### config.mk
export PLATFORM = sky130hd
export DESIGN_NAME = ppd_decoder
export DESIGN_NICKNAME = d
export VERILOG_FILES = /design/src/rtl/ppd_pkg.sv /design/src/rtl/ppd_period_counter.sv /design/src/rtl/ppd_slot_capture.sv /design/src/rtl/ppd_decoder.sv
export SDC_FILE = /design/constraint.sdc
export NUM_CORES = 1
export LEC_CHECK = 0
export BUFFER_PORTS_ARGS = -buffer_cell sky130_fd_sc_hd__buf_2
export CAP_MARGIN = 15
export CORE_MARGIN = 2
export CORE_UTILIZATION = 45
export CTS_BUF_LIST = sky130_fd_sc_hd__clkbuf_8
export CTS_CLUSTER_SIZE = 16
export DETAILED_ROUTE_END_ITERATION = 10
export GPL_TIMING_DRIVEN = 1
export HOLD_SLACK_MARGIN = 0.03
export SLEW_MARGIN = 5
export SYNTH_ARGS = -nofsm -noshare
export SYNTH_HDL_FRONTEND = slang
export SYNTH_SLANG_ARGS = --single-unit
### constraint.sdc
create_clock -name clk -period 3.3 [get_ports clk]
set_input_delay 0.165 -clock clk [delete_from_list [all_inputs] [get_ports clk]]
set_output_delay 0.165 -clock clk [all_outputs]
set_load 0.01 [all_outputs]
### src/rtl/ppd_pkg.sv
package ppd_pkg;
    // one half-position (carrier slot) and one full position, in counted steps
    localparam int SLOT_STEPS = 32;
    localparam int POS_STEPS  = 2 * SLOT_STEPS;
    localparam int POS_SH     = $clog2(POS_STEPS);
    localparam int OCTET_POS  = 256;
    localparam int PAIR_POS   = 4;

    typedef enum logic {
        MODE_OCTET = 1'b0,
        MODE_PAIR  = 1'b1
    } ppd_mode_e;
endpackage

### src/rtl/ppd_period_counter.sv
module ppd_period_counter
    import ppd_pkg::*;
#(
    parameter int CNT_W  = 14,
    parameter int PRESET = 2
) (
    input  logic             clk,
    input  logic             rst_n,
    input  logic             clr_i,
    input  logic             en_i,
    input  logic             mode_i,
    input  logic             trim_i,
    output logic [CNT_W-1:0] cnt_o,
    output logic             wrap_o
);
    localparam logic [CNT_W-1:0] LEN_OCTET = CNT_W'(OCTET_POS * POS_STEPS - SLOT_STEPS);
    localparam logic [CNT_W-1:0] LEN_PAIR  = CNT_W'(PAIR_POS * POS_STEPS - SLOT_STEPS);

    typedef struct packed {
        logic [CNT_W-1:0] cnt;
    } cnt_state_t;

    cnt_state_t       st_d, st_q;
    logic [CNT_W-1:0] period;

    always_comb begin
        period = (ppd_mode_e'(mode_i) == MODE_PAIR) ? LEN_PAIR : LEN_OCTET;
        wrap_o = en_i && !clr_i && (st_q.cnt == period - 1'b1);
        st_d   = st_q;
        if (clr_i) begin
            st_d.cnt = '0;
        end else if (wrap_o) begin
            st_d.cnt = trim_i ? CNT_W'(PRESET) : '0;
        end else if (en_i) begin
            st_d.cnt = st_q.cnt + 1'b1;
        end
    end

    always_ff @(posedge clk) begin
        if (!rst_n) begin
            st_q <= '0;
        end else begin
            st_q <= st_d;
        end
    end

    assign cnt_o = st_q.cnt;

    // no movement while the carrier is paused
    a_r4_hold_in_pause: assert property (@(posedge clk) disable iff (!rst_n)
        (!en_i && !clr_i) |=> $stable(st_q.cnt));

    // the count stays inside the period of the selected mode
    a_r4_within_period: assert property (@(posedge clk) disable iff (!rst_n)
        !clr_i |-> (st_q.cnt < period));

    // a new period starts at zero or at the preset
    a_r11_restart_value: assert property (@(posedge clk) disable iff (!rst_n)
        wrap_o |=> (st_q.cnt == '0 || st_q.cnt == CNT_W'(PRESET)));
endmodule

### src/rtl/ppd_slot_capture.sv
module ppd_slot_capture
    import ppd_pkg::*;
#(
    parameter int CNT_W = 14,
    parameter int GUARD = 16,
    parameter int TRIM  = 4,
    localparam int DATA_W = CNT_W - POS_SH
) (
    input  logic              clk,
    input  logic              rst_n,
    input  logic              clr_i,
    input  logic              en_i,
    input  logic              edge_i,
    input  logic              wrap_i,
    input  logic              mode_i,
    input  logic [CNT_W-1:0]  cnt_i,
    output logic              early_o,
    output logic              valid_o,
    output logic              err_o,
    output logic [DATA_W-1:0] data_o
);
    localparam logic [POS_SH-1:0] EARLY_MAX = POS_SH'(SLOT_STEPS / 2 - TRIM);

    typedef struct packed {
        logic              have;
        logic              dup;
        logic [DATA_W-1:0] val;
    } period_rec_t;

    typedef struct packed {
        period_rec_t       cur;
        period_rec_t       prv;
        logic              prv_pend;
        logic              trim;
        logic              valid;
        logic              err;
        logic [DATA_W-1:0] data;
    } cap_state_t;

    cap_state_t        st_d, st_q, upd;
    logic [CNT_W-1:0]  off;
    logic [DATA_W-1:0] last_val;
    logic              emit;

    // effect of a pause-ending edge on the held records
    always_comb begin
        off      = cnt_i - CNT_W'(GUARD);
        last_val = (ppd_mode_e'(mode_i) == MODE_PAIR) ? DATA_W'(PAIR_POS - 1) : '1;
        upd      = st_q;
        if (edge_i) begin
            if (cnt_i < CNT_W'(GUARD)) begin
                // tail of the previous period's highest position
                if (st_q.prv_pend) begin
                    if (st_q.prv.have) begin
                        upd.prv.dup = 1'b1;
                    end else begin
                        upd.prv.have = 1'b1;
                        upd.prv.val  = last_val;
                    end
                end
            end else if (st_q.cur.have) begin
                upd.cur.dup = 1'b1;
            end else begin
                upd.cur.have = 1'b1;
                upd.cur.val  = off[CNT_W-1:POS_SH];
                upd.trim     = (off[POS_SH-1:0] <= EARLY_MAX);
            end
        end
    end

    assign early_o = upd.trim;

    always_comb begin
        st_d       = upd;
        st_d.valid = 1'b0;
        st_d.err   = 1'b0;
        st_d.data  = '0;
        emit       = en_i && (cnt_i == CNT_W'(GUARD - 1)) && upd.prv_pend;
        if (emit) begin
            st_d.prv_pend = 1'b0;
            if (upd.prv.have && !upd.prv.dup) begin
                st_d.valid = 1'b1;
                st_d.data  = upd.prv.val;
            end else begin
                st_d.err = 1'b1;
            end
        end
        if (wrap_i) begin
            st_d.prv      = upd.cur;
            st_d.prv_pend = 1'b1;
            st_d.cur      = '0;
            st_d.trim     = 1'b0;
        end
        if (clr_i) begin
            st_d = '0;
        end
    end

    always_ff @(posedge clk) begin
        if (!rst_n) begin
            st_q <= '0;
        end else begin
            st_q <= st_d;
        end
    end

    assign valid_o = st_q.valid;
    assign err_o   = st_q.err;
    assign data_o  = st_q.data;

    // a period yields a value or an error, never both
    a_r9_one_outcome: assert property (@(posedge clk) disable iff (!rst_n)
        !(st_q.valid && st_q.err));

    // the valid strobe lasts one cycle
    a_r2_single_strobe: assert property (@(posedge clk) disable iff (!rst_n)
        st_q.valid |=> !st_q.valid);

    // values in the 1-of-4 mode fit in two bits
    a_r3_pair_range: assert property (@(posedge clk) disable iff (!rst_n)
        (st_q.valid && mode_i) |-> (st_q.data < DATA_W'(PAIR_POS)));

    // results leave only as the counter passes the guard step
    a_r10_issue_point: assert property (@(posedge clk) disable iff (!rst_n)
        (st_q.valid || st_q.err) |-> ($past(cnt_i) == CNT_W'(GUARD - 1)));

    // an error strobe carries zero data
    a_r8_err_zero_data: assert property (@(posedge clk) disable iff (!rst_n)
        st_q.err |-> (st_q.data == '0));
endmodule

### src/rtl/ppd_decoder.sv
module ppd_decoder
    import ppd_pkg::*;
#(
    parameter int CNT_W  = 14,
    parameter int GUARD  = 16,
    parameter int TRIM   = 4,
    parameter int PRESET = 2,
    localparam int DATA_W = CNT_W - POS_SH
) (
    input  logic              clk,
    input  logic              rst_n,
    input  logic              mode_i,
    input  logic              frame_start_i,
    input  logic              carrier_i,
    output logic              sym_valid_o,
    output logic [DATA_W-1:0] sym_data_o,
    output logic              sym_err_o
);
    typedef struct packed {
        logic carrier;
    } line_state_t;

    line_state_t      ln_d, ln_q;
    logic             rise;
    logic             wrap;
    logic             early;
    logic [CNT_W-1:0] cnt;

    always_comb begin
        ln_d.carrier = carrier_i;
        rise         = carrier_i && !ln_q.carrier;
    end

    always_ff @(posedge clk) begin
        if (!rst_n) begin
            ln_q <= '{carrier: 1'b1};
        end else begin
            ln_q <= ln_d;
        end
    end

    ppd_period_counter #(
        .CNT_W  (CNT_W),
        .PRESET (PRESET)
    ) u_counter (
        .clk    (clk),
        .rst_n  (rst_n),
        .clr_i  (frame_start_i),
        .en_i   (carrier_i),
        .mode_i (mode_i),
        .trim_i (early),
        .cnt_o  (cnt),
        .wrap_o (wrap)
    );

    ppd_slot_capture #(
        .CNT_W (CNT_W),
        .GUARD (GUARD),
        .TRIM  (TRIM)
    ) u_capture (
        .clk     (clk),
        .rst_n   (rst_n),
        .clr_i   (frame_start_i),
        .en_i    (carrier_i),
        .edge_i  (rise),
        .wrap_i  (wrap),
        .mode_i  (mode_i),
        .cnt_i   (cnt),
        .early_o (early),
        .valid_o (sym_valid_o),
        .err_o   (sym_err_o),
        .data_o  (sym_data_o)
    );

    // outputs stay quiet on the cycle after reset
    a_r1_quiet_after_reset: assert property (@(posedge clk) disable iff (!rst_n)
        $rose(rst_n) |-> (!sym_valid_o && !sym_err_o));
endmodule

## Yosys cells after proc, flatten, opt, wreduce, memory -nomap -nowiden

Cells that the tools add are included.

| storage, ports and cells | value |
|---|---|
| bits of input ports | 5 |
| output and inout bits | 10 |
| flip-flop bits (word level) | 47 |
| logic and storage cells | 58 |

| operators by class | value |
|---|---|
| equal/unequal tests | 2 |
| bitwise logic cells | 3 |
| reduce and logical (&&, ||, !) cells | 15 |
| magnitude comparators | 2 |
| muxes and demuxes | 20 |
| add/sub/neg operators | 3 |

Operators by type and width:

| kind | count |
|---|---|
| $mux 14 | 3 |
| $mux 10 | 3 |
| $mux 8 | 3 |
| $mux 20 | 1 |
| $add 14x1->14 const B | 1 |
| $eq 14x14->1 | 1 |
| $eq 14x4->1 const B | 1 |
| $lt 14x5->1 const B | 1 |
| $sub 14x1->14 const B | 1 |
| $sub 14x5->14 const B | 1 |
| $mux 12 | 1 |
| $mux 1 | 8 |
| $le 6x4->1 const B | 1 |
| $logic_and 1x1->1 | 6 |
| $reduce_or 3->1 | 2 |
| $reduce_bool 2->1 | 2 |
| $reduce_or 4->1 | 1 |
| $logic_not 1->1 | 3 |
| $not 1->1 | 3 |
| $mux 2 | 1 |
| $reduce_or 2->1 | 1 |

## Depth between registers and ports, before layout

| logic depth | value |
|---|---|
| depth in word-level cells | 9 |
| gate-level depth with buffers | 9 |
| gate-level depth less buffers | 6 |

## By module

A second synthesis with hierarchy kept.

| unflattened totals | value |
|---|---|
| cell total of the unflattened synthesis | 242 |
| area total of the unflattened synthesis | 2,070.7 sq um |

Modules (own cells, without submodules):

| module | area each (sq um) | seq. area each (sq um) | cells an instance | times used |
|---|---|---|---|---|
| ppd_slot_capture | 1,357.6 | 640.6 | 161 | 1 |
| ppd_period_counter | 673.1 | 280.3 | 78 | 1 |
| ppd_decoder | 40.0 | 20.0 | 3 | 1 |

## Worst setup path after synthesis

No wires, ideal clock.

| timing | value |
|---|---|
| kind | reg2reg |
| start point | register u_counter.st_q, in the netlist u_counter.cnt_o[4] |
| end point | register u_capture.st_q, in the netlist u_capture.data_o[2] |
| setup slack | 818 ps |
| path buffers | 4 |
| cell stages (with the launch flop) | 10 |
| arrival time | 2,418 ps |
| period minus slack after synthesis | 2,482 ps |
| setup time | 65 ps |
| required time | 3,235 ps |
| cell sequence | dfxtp_1 buf_6 or4_1 clkbuf_2 or4_4 or2_0 buf_6 a211o_1 buf_6 nor2_1 |

| on the way | value |
|---|---|
| cells in the longest elaborated chain, start to end | 7 |
| elaborated cells between the ends (all ways) | 11 |
| classes of those cells | order compare: 1; eq/ne: 1; mux: 2; bitwise: 2; reduce/logical: 5 |

Ends and longest elaborated chain:

| what | line | source |
|---|---|---|
| start: declaration | ppd_period_counter.sv:23 | `cnt_state_t st_d, st_q;` |
| start signal: assignment | ppd_period_counter.sv:43 | `st_q <= st_d;` |
| $lt 14x5->1 | ppd_slot_capture.sv:51 | `if (cnt_i < CNT_W'(GUARD)) begin` |
| $mux 10 | ppd_slot_capture.sv:51 |  |
| $mux 20 | ppd_slot_capture.sv:50 | `if (edge_i) begin` |
| $logic_not 1->1 | ppd_slot_capture.sv:81 | `if (upd.prv.have && !upd.prv.dup) begin` |
| $logic_and 1x1->1 | ppd_slot_capture.sv:81 |  |
| $not 1->1 (no line) | n/a |  |
| $reduce_or 4->1 (no line) | n/a |  |
| end signal: assignment | ppd_slot_capture.sv:103 | `st_q <= st_d;` |
| end: declaration | ppd_slot_capture.sv:40 | `cap_state_t st_d, st_q, upd;` |

Parallel ways exist; a longest one is shown, timed or not.
A chain may end at the register's enable or synchronous reset.

## Worst setup path in the final report

| timing | value |
|---|---|
| start point | register u_counter.st_q, in the netlist u_counter.cnt_o[4] |
| end point | register u_capture.st_q, in the netlist u_capture.data_o[5] |

The elaborated chain is that of the path after synthesis.

==> metrics <==
status=finished clean; met3 global-route usage=4.86%; worst reg2reg startpoint=u_counter.cnt_o[4]; Post-Route WL=4.20 mm; wire per inst=14.0 µm; main flop type after synthesis=dfxtp_1; commonest cells after routing, fill and taps aside=47 x nor2_1, 47 x dfxtp_1, 16 x a21oi_1; type of the worst min-delay path=in2reg; Die Ht=71.9 µm; Yosys cell types=51; Compound-Gate Fraction of Synth Area=14.0%; Hold Startpoint=rst_n; M1 GR Usage=24.9%; I/O Buffers=14; Warnings, synthesis=0; DRT iter0 DRCs=124; final hold viol count=0; arrival time worst endpoint=2.90 ns; # nets final=255; Total GRT Usage=18.4%; clock sink count=47; initial antenna violation count=0; H-tree levels=2; DR DRC count=0; max-slew violation count=0; pre-CTS WS=0.647 ns; worst setup margin=0.636 ns; routed vias/inst=5.59; CTS tree=yes; top cell type's share of synthesized area=45.3%; largest net degree at the start of global routing=16; synthesized flop and latch total=47; post-CTS setup buffer count=0; Post-Synth Simple-Gate Area=26.6%; clk buf depth=2; cts hold-fix bufs=0; Synth Area in Adders=1.20%; post-layout min period=2.66 ns; worst path required time=3.54 ns; clk_skew=0.00646 ns; Avg Inst Size Synth=8.44 µm²; Row Count=24; Critical Path End Type=register; hpwl dp=3.09 mm; antenna cells=0; largest family of logic cells by synthesized area=simple AND/OR/NAND/NOR gates; startpoint types=register; Setup CP Type=reg2reg; area grow syn2layout=6.21%; number of global-route vias before repair=1596; mux share of post-synthesis cell area=0%; GR Util met2=28.6%; post-route setup TNS=0 ns; I/O pins=15; Worst Path Max Fanout=9; MaxCap Viol Count=0; unrepaired setup endpoints after global routing=false; first-pass GRT wire length=7.46 mm; Num CTS Buffers=5; setup violators final=0; die area=5170 µm²; root buf cell=clkbuf_8; total power=0.00101 W; Seq/Total Area, Yosys=45.3%; Clock Latency Late Sink=0.30 ns; VDD IR max=0.214 mV; maximum clock rate=375 MHz; Slew @ Worst Pin=0.628 ns; die width=71.9 µm; drt pass-1 iters=5; clock slew seen by the registers of the worst setup and hold paths=0.09 ns; WHS=0.0498 ns; DRT antenna net count=0; Post-synth ARST share=0%; Final Wtd Congestion=0.781; Crit. Startpoint=u_counter.cnt_o[4]; cts repair resizes=0; netlist area before placement=2080 µm²; Synth Area in XOR/XNOR=5.48%; Initial Utilization=47.1%; fin crit share=80.7%; via count=1677; cell count after synthesis=246; Leakage=0.800 nW; Synth area leader=dfxtp_1; Worst slew margin=57.7%; power per cell area=456 nW/µm²; GRT Max-Usage Layer=met2; GRT Residual Overflow=0; cells taking the most area after synthesis=dfxtp_1 45%, nor2_1 8.5%, a21oi_1 3.9%, xor2_1 3.0%, buf_4 2.9%; final core occ=50.0%; EDFF count, synth=0; share of cells above drive strength 1=13.3%; Syn Nets=253; Core ar.=4410 µm²
-- power by group --
part / switching [W] / internal, W
logic: 0.0000163 / 0.00000896
registers: 0.00000160 / 0.000568
clock network: 0.000190 / 0.000221
total: 0.000207 / 0.000798
-- critical path, stage by stage (launching register included) --
cell and delay, ns:
dfxtp_1 0.39, or4_1 0.66, or4_4 0.57, or2_0 0.36, a211o_1 0.48, nor2_1 0.14
-- cell usage after synthesis (3+ instances only) --
master,number
nand4_1,7
nand2b_1,4
clkbuf_1,8
buf_6,3
or3_1,3
nor3_1,7
o22ai_1,7
nand3_1,6
dfxtp_1,47
nor2_1,47
xnor2_1,6
xor2_1,7
o21ai_0,8
a21oi_1,16
nor4_1,4
nand2_1,15
buf_4,8
-- cell families after synthesis --
| kind of cell | after synthesis |
|---|---|
| xor+xnor | 13 |
| flops | 47 |
| compound gates | 47 |
| simple gates | 111 |
| fa+ha+maj | 2 |
| buf+inv | 26 |
-- sequential cells by signal, summed over array words and instances (netlist names) --
register,count
ln_q,1
u_counter.cnt_o,14
u_capture.err_o,1
u_capture.data_o,8
u_capture.valid_o,1
u_capture.st_q,22
-- cell type report --
class	count	area, µm²
clock buffer	5	68.8
clock inverter	2	37.5
fill	446	2210
inverter	3	11.3
multi-input combinational	173	982
sequential	47	941
tap	52	65.1
timing repair buffer	18	100
-- routing by layer --
| layer | wire [µm] | up-vias | share of wire (%) |
|---|---|---|---|
| met5 | 0 | - | 0 |
| met4 | 55 | 0 | 1.3 |
| met3 | 176 | 6 | 4.2 |
| met2 | 1890 | 35 | 45 |
| met1 | 2070 | 782 | 49 |
| li1 | - | 854 | - |
-- path summary, 6_finish.rpt --
path	to	slack [ns]	cells past startpoint
worst min register to register	u_capture.st_q[30]	0.46	2
worst max register to register	u_capture.data_o[5]	0.64	5
worst max-delay path	u_capture.data_o[5]	0.64	5
worst min-delay path	ln_q	0.05	2
-- through the flow --
step | std cells | cell area, µm²
6_report | 300 | 2210
3_5_place_dp | 293 | 2100
3_3_place_gp | 293 | 2100
4_1_cts | 300 | 2210
5_1_grt | 300 | 2210
2_1_floorplan | 246 | 2080
Note: power is estimated with default switching activity, not from simulation.
